--- src/rtl/adc_sweep_ctrl.sv ---
module adc_sweep_ctrl #(
  parameter int NUM_CH       = 16,
  parameter int RES_W        = 12,
  parameter int DUMMY_FRAMES = 3,
  parameter int GAP_SCLK     = 1
) (
  input  logic                      clk,
  input  logic                      rst_n,
  input  logic                      start,
  input  logic [1:0]                mode,
  output logic                      spi_sclk,
  output logic                      spi_cs_n,
  output logic                      spi_mosi,
  input  logic                      spi_miso,
  output logic                      ready,
  output logic                      smp_valid,
  output logic [$clog2(NUM_CH)-1:0] smp_chan,
  output logic [RES_W-1:0]          smp_data,
  output logic                      chan_err,
  output logic                      sweep_done
);
  localparam int CH_W       = $clog2(NUM_CH);
  localparam int FRAME_BITS = CH_W + RES_W;
  localparam int ACTIVE     = 2 * FRAME_BITS;
  localparam int LAST       = ACTIVE + 2 * GAP_SCLK - 1;
  localparam int CNT_W      = $clog2(LAST + 1);
  localparam int IDX_MAX    = (NUM_CH + 2 > DUMMY_FRAMES + 1) ? NUM_CH + 2 : DUMMY_FRAMES + 1;
  localparam int IDX_W      = $clog2(IDX_MAX);

  typedef enum logic [1:0] {S_DUMMY, S_IDLE, S_RUN} st_t;

  st_t                   state;
  logic [CNT_W-1:0]      cnt;
  logic [IDX_W-1:0]      fidx;
  logic [1:0]            mode_q;
  logic [FRAME_BITS-1:0] tx_sh, rx_sh;

  function automatic logic [FRAME_BITS-1:0] ctl(input logic [1:0] m, input logic [CH_W-1:0] a);
    return {1'b1, m[1], a, 2'b11, m[0], 1'b0, 2'b11, {(RES_W-8){1'b0}}};
  endfunction

  function automatic logic [FRAME_BITS-1:0] word_for(input logic [1:0] m, input logic [IDX_W-1:0] idx);
    if (!m[0])
      return (idx < IDX_W'(NUM_CH)) ? ctl(m, idx[CH_W-1:0]) : '0;
    return (idx == '0) ? ctl(m, CH_W'(NUM_CH - 1)) : '0;
  endfunction

  wire [1:0]       mode_eff = (mode == 2'b10) ? 2'b00 : mode;
  wire             in_frame = (state != S_IDLE) && (cnt < CNT_W'(ACTIVE));
  wire [IDX_W-1:0] fm1      = fidx - 1'b1;

  assign spi_cs_n = ~in_frame;
  assign spi_sclk = in_frame ? cnt[0] : 1'b1;
  assign spi_mosi = (state == S_RUN && in_frame) ? tx_sh[FRAME_BITS-1] : 1'b1;
  assign ready    = (state == S_IDLE);

  always_ff @(posedge clk or negedge rst_n) begin
    if (!rst_n) begin
      state      <= S_DUMMY;
      cnt        <= CNT_W'(ACTIVE);
      fidx       <= '0;
      mode_q     <= 2'b00;
      tx_sh      <= '1;
      rx_sh      <= '0;
      smp_valid  <= 1'b0;
      smp_chan   <= '0;
      smp_data   <= '0;
      chan_err   <= 1'b0;
      sweep_done <= 1'b0;
    end else begin
      smp_valid  <= 1'b0;
      sweep_done <= smp_valid && (smp_chan == CH_W'(NUM_CH - 1));
      if (state == S_IDLE) begin
        if (start) begin
          state  <= S_RUN;
          cnt    <= '0;
          fidx   <= '0;
          mode_q <= mode_eff;
          tx_sh  <= word_for(mode_eff, '0);
        end
      end else begin
        cnt <= (cnt == CNT_W'(LAST)) ? '0 : cnt + 1'b1;
        if (in_frame && cnt[0]) begin
          rx_sh <= {rx_sh[FRAME_BITS-2:0], spi_miso};
          tx_sh <= {tx_sh[FRAME_BITS-2:0], 1'b1};
        end
        if (cnt == CNT_W'(ACTIVE - 1)) begin
          fidx <= fidx + 1'b1;
          if (state == S_RUN && fidx != '0) begin
            smp_valid <= 1'b1;
            smp_chan  <= fm1[CH_W-1:0];
            smp_data  <= {rx_sh[RES_W-2:0], spi_miso};
            chan_err  <= rx_sh[FRAME_BITS-2 -: CH_W] != fm1[CH_W-1:0];
          end
        end
        if (cnt == CNT_W'(LAST)) begin
          if (state == S_DUMMY && fidx == IDX_W'(DUMMY_FRAMES)) begin
            state <= S_IDLE;
            fidx  <= '0;
          end else if (state == S_RUN && fidx == IDX_W'(NUM_CH + 1)) begin
            state <= S_IDLE;
          end else if (state == S_RUN) begin
            tx_sh <= word_for(mode_q, fidx);
          end
        end
      end
    end
  end


  cs_gap_chk: assert property (@(posedge clk) disable iff (!rst_n)
    $rose(spi_cs_n) |=> spi_cs_n);


  sclk_idle_chk: assert property (@(posedge clk) disable iff (!rst_n)
    spi_cs_n |-> spi_sclk);


  mosi_launch_chk: assert property (@(posedge clk) disable iff (!rst_n)
    ($rose(spi_sclk) && !spi_cs_n) |-> $stable(spi_mosi));


  valid_pulse_chk: assert property (@(posedge clk) disable iff (!rst_n)
    smp_valid |=> !smp_valid);


  valid_frame_end_chk: assert property (@(posedge clk) disable iff (!rst_n)
    smp_valid |-> $rose(spi_cs_n));


  done_after_last_chk: assert property (@(posedge clk) disable iff (!rst_n)
    sweep_done |-> $past(smp_valid && smp_chan == CH_W'(NUM_CH - 1)));


  ready_after_done_chk: assert property (@(posedge clk) disable iff (!rst_n)
    sweep_done |=> ready);


  idle_hold_chk: assert property (@(posedge clk) disable iff (!rst_n)
    (ready && !start) |=> ready);
endmodule

--- config.mk ---
export PLATFORM = sky130hd
export DESIGN_NAME = adc_sweep_ctrl
export DESIGN_NICKNAME = d
export VERILOG_FILES = /design/src/rtl/adc_sweep_ctrl.sv
export SDC_FILE = /design/constraint.sdc
export NUM_CORES = 1
export LEC_CHECK = 0
export BUFFER_PORTS_ARGS = -buffer_cell sky130_fd_sc_hd__buf_2
export CORE_ASPECT_RATIO = 1.1
export CORE_MARGIN = 2
export CORE_UTILIZATION = 55
export CTS_BUF_LIST = sky130_fd_sc_hd__clkbuf_4
export CTS_CLUSTER_DIAMETER = 100
export DETAILED_ROUTE_END_ITERATION = 10
export GPL_ROUTABILITY_DRIVEN = 1
export PLACE_DENSITY = 0.75
export SETUP_SLACK_MARGIN = 0.5
export SYNTH_ARGS = -nofsm -noshare
export SYNTH_HDL_FRONTEND = slang
export SYNTH_SLANG_ARGS = --single-unit
--- constraint.sdc ---
create_clock -name clk -period 4 [get_ports clk]
set_clock_uncertainty 0.05 [all_clocks]
set_input_delay 0.2 -clock clk [delete_from_list [all_inputs] [get_ports clk]]
set_output_delay 0.2 -clock clk [all_outputs]
set_load 0.01 [all_outputs]
==> flow_summary.toml <==
[clocking]
worst_skew_pair.late_latency_ns = 0.41
cts_max_path_buffers = 2
htreeDepth = 3
cts_made_buffers = 9
post_cts.repair.setup_buffers = 0
clkSlewWorstSetupHoldPaths_ns = 0.11
cts_tree = "done"
ctsRootBufferMaster = "clkbuf_4"
cts.sinks = 65

[yosys]
seq_area_frac_synth_pct = 51.1
synth_enable_flop_cells = 0
synth_top_area_share_pct = 37.3
ys_warn_count = 0
async_reset_ff_share_pct = 100
syn_inst = 329
yosys_most_used_dff = "dfrtp_1"
synth_area_leaders = "dfrtp_1 (37%), dfstp_2 (14%), nand2_1 (7.9%)"
post_synth_num_cell_types = 46
synth_fp_nets = 341
postSynthAreaPerCell_um2 = 9.80
synth_top_area_cell = "dfrtp_1"
syn_area_mm2 = 0.00322
synth_seq_cells = 65

[status]
status = "finished clean"

[route]
remaining_drc_errors = 0
drtPass1Iterations = 5
post_drt_wl_per_cell_um = 15.1
postRouteAntennaNets = 0
drt_iter0_markers = 181
wirelength_mm = 6.63
avgViaCountPerCell = 5.80
vias = 2541

[global_routing]
grt_start_max_net_pins = 40
grt.overflow.total = 0
grt.total_usage_pct = 22.1
grt_pass1_vias = 2433
antenna_found_initial = 0
grt_pass1_wl_mm = 11.5

[sta]
timing.hold.ws_ns = 0.0298
tightest_slew_ns = 0.917
rsz0062_at_grt = "false"
final.min_clock_period_ns = 2.72
fin_crit_sh_pct = 68.1
slew_violations = 0
totalNegativeSetupSlack_ns = 0
setup-violations-final = 0
fin_ws_ns = 1.28
max_freq_ghz = 0.367
hold_viol = 0
relSlewSlack_pct = 38.4

[setup_path]
cp.arrival_ns = 2.47
critPathMaxFanout = 24
startpoint_type = "flop"
r2r_end = "tx_sh[7]"
r2r_slack_ns = 1.29
end_kind = "primary output"
reg2reg_depth = 4
crit_type = "reg2out"
reg2reg_from = "state[1]"
required_ns = 3.75

[floorplanning]
start_util_pct = 56.2
die_area_mm2 = 0.00649
fp-row-count = 29
design.core.area_mm2 = 0.00573
die_y_um = 84.3
die_w_um = 77.0
io_pins = 29

[pwr]
powerDensity_mw_per_mm2 = 539
p_sw_share_pct = 31.7
netSwitchingPower_mw = 0.617
p_comb_share_pct = 20.6
power_leakage_nw = 1.71
p_clk_share_pct = 26.0
pwr-share-seq_pct = 53.4
p_int_mw = 1.33
peakVddDrop_uv = 324

[min_path]
hp-start = "mode[0]"
worstHoldPathCells = 2
hold_path_class = "in2reg"
min_to = "mode_q[0]"

[layout]
n_fill_cell = 508
n_antenna_cell = 0
nets = 368
drive_above_1_share_pct = 25.8
area_growth_pct = 12.0
utilization_pct = 62.9

[placement]
place_hpwl_mm = 4.46
gp_congestion = 0.931
io_buffers = 28
place_ws_ns = 1.40

[flow_run]
max_cap_violations = 0
per-layer routing:
layer / up-vias / part of all wire, % / global-route usage (%)
met2: 75 / 47 / 35.1
met5: - / 0 / 0
met4: 0 / 1.8 / 11.0
li1: 1233 / - / -
met3: 11 / 5.3 / 3.12
met1: 1222 / 46 / 29.8
worst max-delay path, cell delays in order, from the launching register on:
cell and delay (ns):
dfrtp_1 0.55, nand2b_1 0.68, inv_1 0.13, buf_4 0.25, or3_1 0.32, buf_2 0.14
power groups by stage:
stage                     clock [mW]  combinational (mW)  sequential, mW
after floorplan                    0               0.337           0.986
after global placement             0               0.386            1.04
after detailed placement           0               0.400            1.05
after CTS                      0.513               0.406            1.04
after global routing           0.540               0.454            1.07
final                          0.506               0.400            1.04
flip-flops by register name, summed over array words and instances, names as in the netlist, 2 cells and up:
name / count
tx_sh: 16
rx_sh: 15
smp_data: 12
cnt: 6
fidx: 5
smp_chan: 4
mode_q: 2
state: 2
logic make-up (layout without fill, tap and decap cells):
kind of cell	after synthesis	in the layout	synth area share, %
muxes	16	16	5.55
adders and majority gates	6	6	2.33
buffers and inverters	26	58	3.14
DFF	65	65	51.1
AOI/OAI and AO/OA	78	78	16.2
xor gates and xnor gates	7	7	1.90
and+or+nand+nor	131	131	19.7
Yosys cell counts, drive strengths merged (2+ instances only):
cell type and number:
nor4 2, clkbuf 16, o31ai 4, dfrtp 48, nand2b 4, nand2 68
or4b 2, o32ai 5, a21oi 8, nor2 12, and2 2, nand3 11
a31o 5, nor3b 3, a21o 4, a211oi 5, a21bo 4, ha 6
and3 8, mux2 15, inv 7, nor4b 2, xnor2 5, or3 2
nor3 8, a31oi 10, xor2 2, buf 3, o21ai 26, dfstp 17
a22o 2
cell type report:
cell class | count | area (µm²) | share of cell area [%]
timing repair buffer | 35 | 198 | 5.48
multi-input combinational | 238 | 1480 | 41.0
clock buffer | 9 | 67.6 | 1.87
sequential | 65 | 1650 | 45.7
clock inverter | 7 | 92.6 | 2.57
inverter | 7 | 26.3 | 0.728
tap | 77 | 96.3 | 2.67
how the worst max path moves through the flow:
stage	startpoint	end	slack, ns	depth (start not counted)
6_report	state[1]	spi_sclk	1.28	5
5_1_grt	state[1]	spi_sclk	1.12	5
4_1_cts	state[1]	spi_sclk	1.29	5
3_5_place_dp	state[1]	tx_sh[7]	1.40	4
3_3_place_gp	state[1]	tx_sh[7]	1.46	4
2_1_floorplan	cnt[0]	tx_sh[10]	1.87	6
what timing repair did:
action                                 4_1_cts  5_1_grt
hold buffers                                 2        0
gates resized for setup                      0        0
endpoints found under the hold margin       16        0
placed cells by master, fill, tap and decap left out, drive strengths merged, types with 3 or more instances in the layout:
master | Yosys | routed
clkbuf | 16 | 9
inv | 7 | 9
a31o | 5 | 5
a211oi | 5 | 5
and3 | 8 | 8
xnor2 | 5 | 5
buf | 3 | 33
nor3 | 8 | 8
o32ai | 5 | 5
nand3 | 11 | 11
nor2 | 12 | 12
nor3b | 3 | 3
a21o | 4 | 4
a31oi | 10 | 10
dfrtp | 48 | 48
a21oi | 8 | 8
dfstp | 17 | 17
o31ai | 4 | 4
o21ai | 26 | 26
nand2 | 68 | 68
ha | 6 | 6
a21bo | 4 | 4
nand2b | 4 | 4
mux2 | 15 | 15
stage by stage:
step           instance area, µm²  total power, mW  std cells
2_1_floorplan                3220             1.32        329
3_3_place_gp                 3430             1.43        420
3_5_place_dp                 3430             1.45        420
4_1_cts                      3610             1.96        438
5_1_grt                      3610             2.07        438
6_report                     3610             1.95        438
Note: power is estimated with default switching activity, not from simulation.
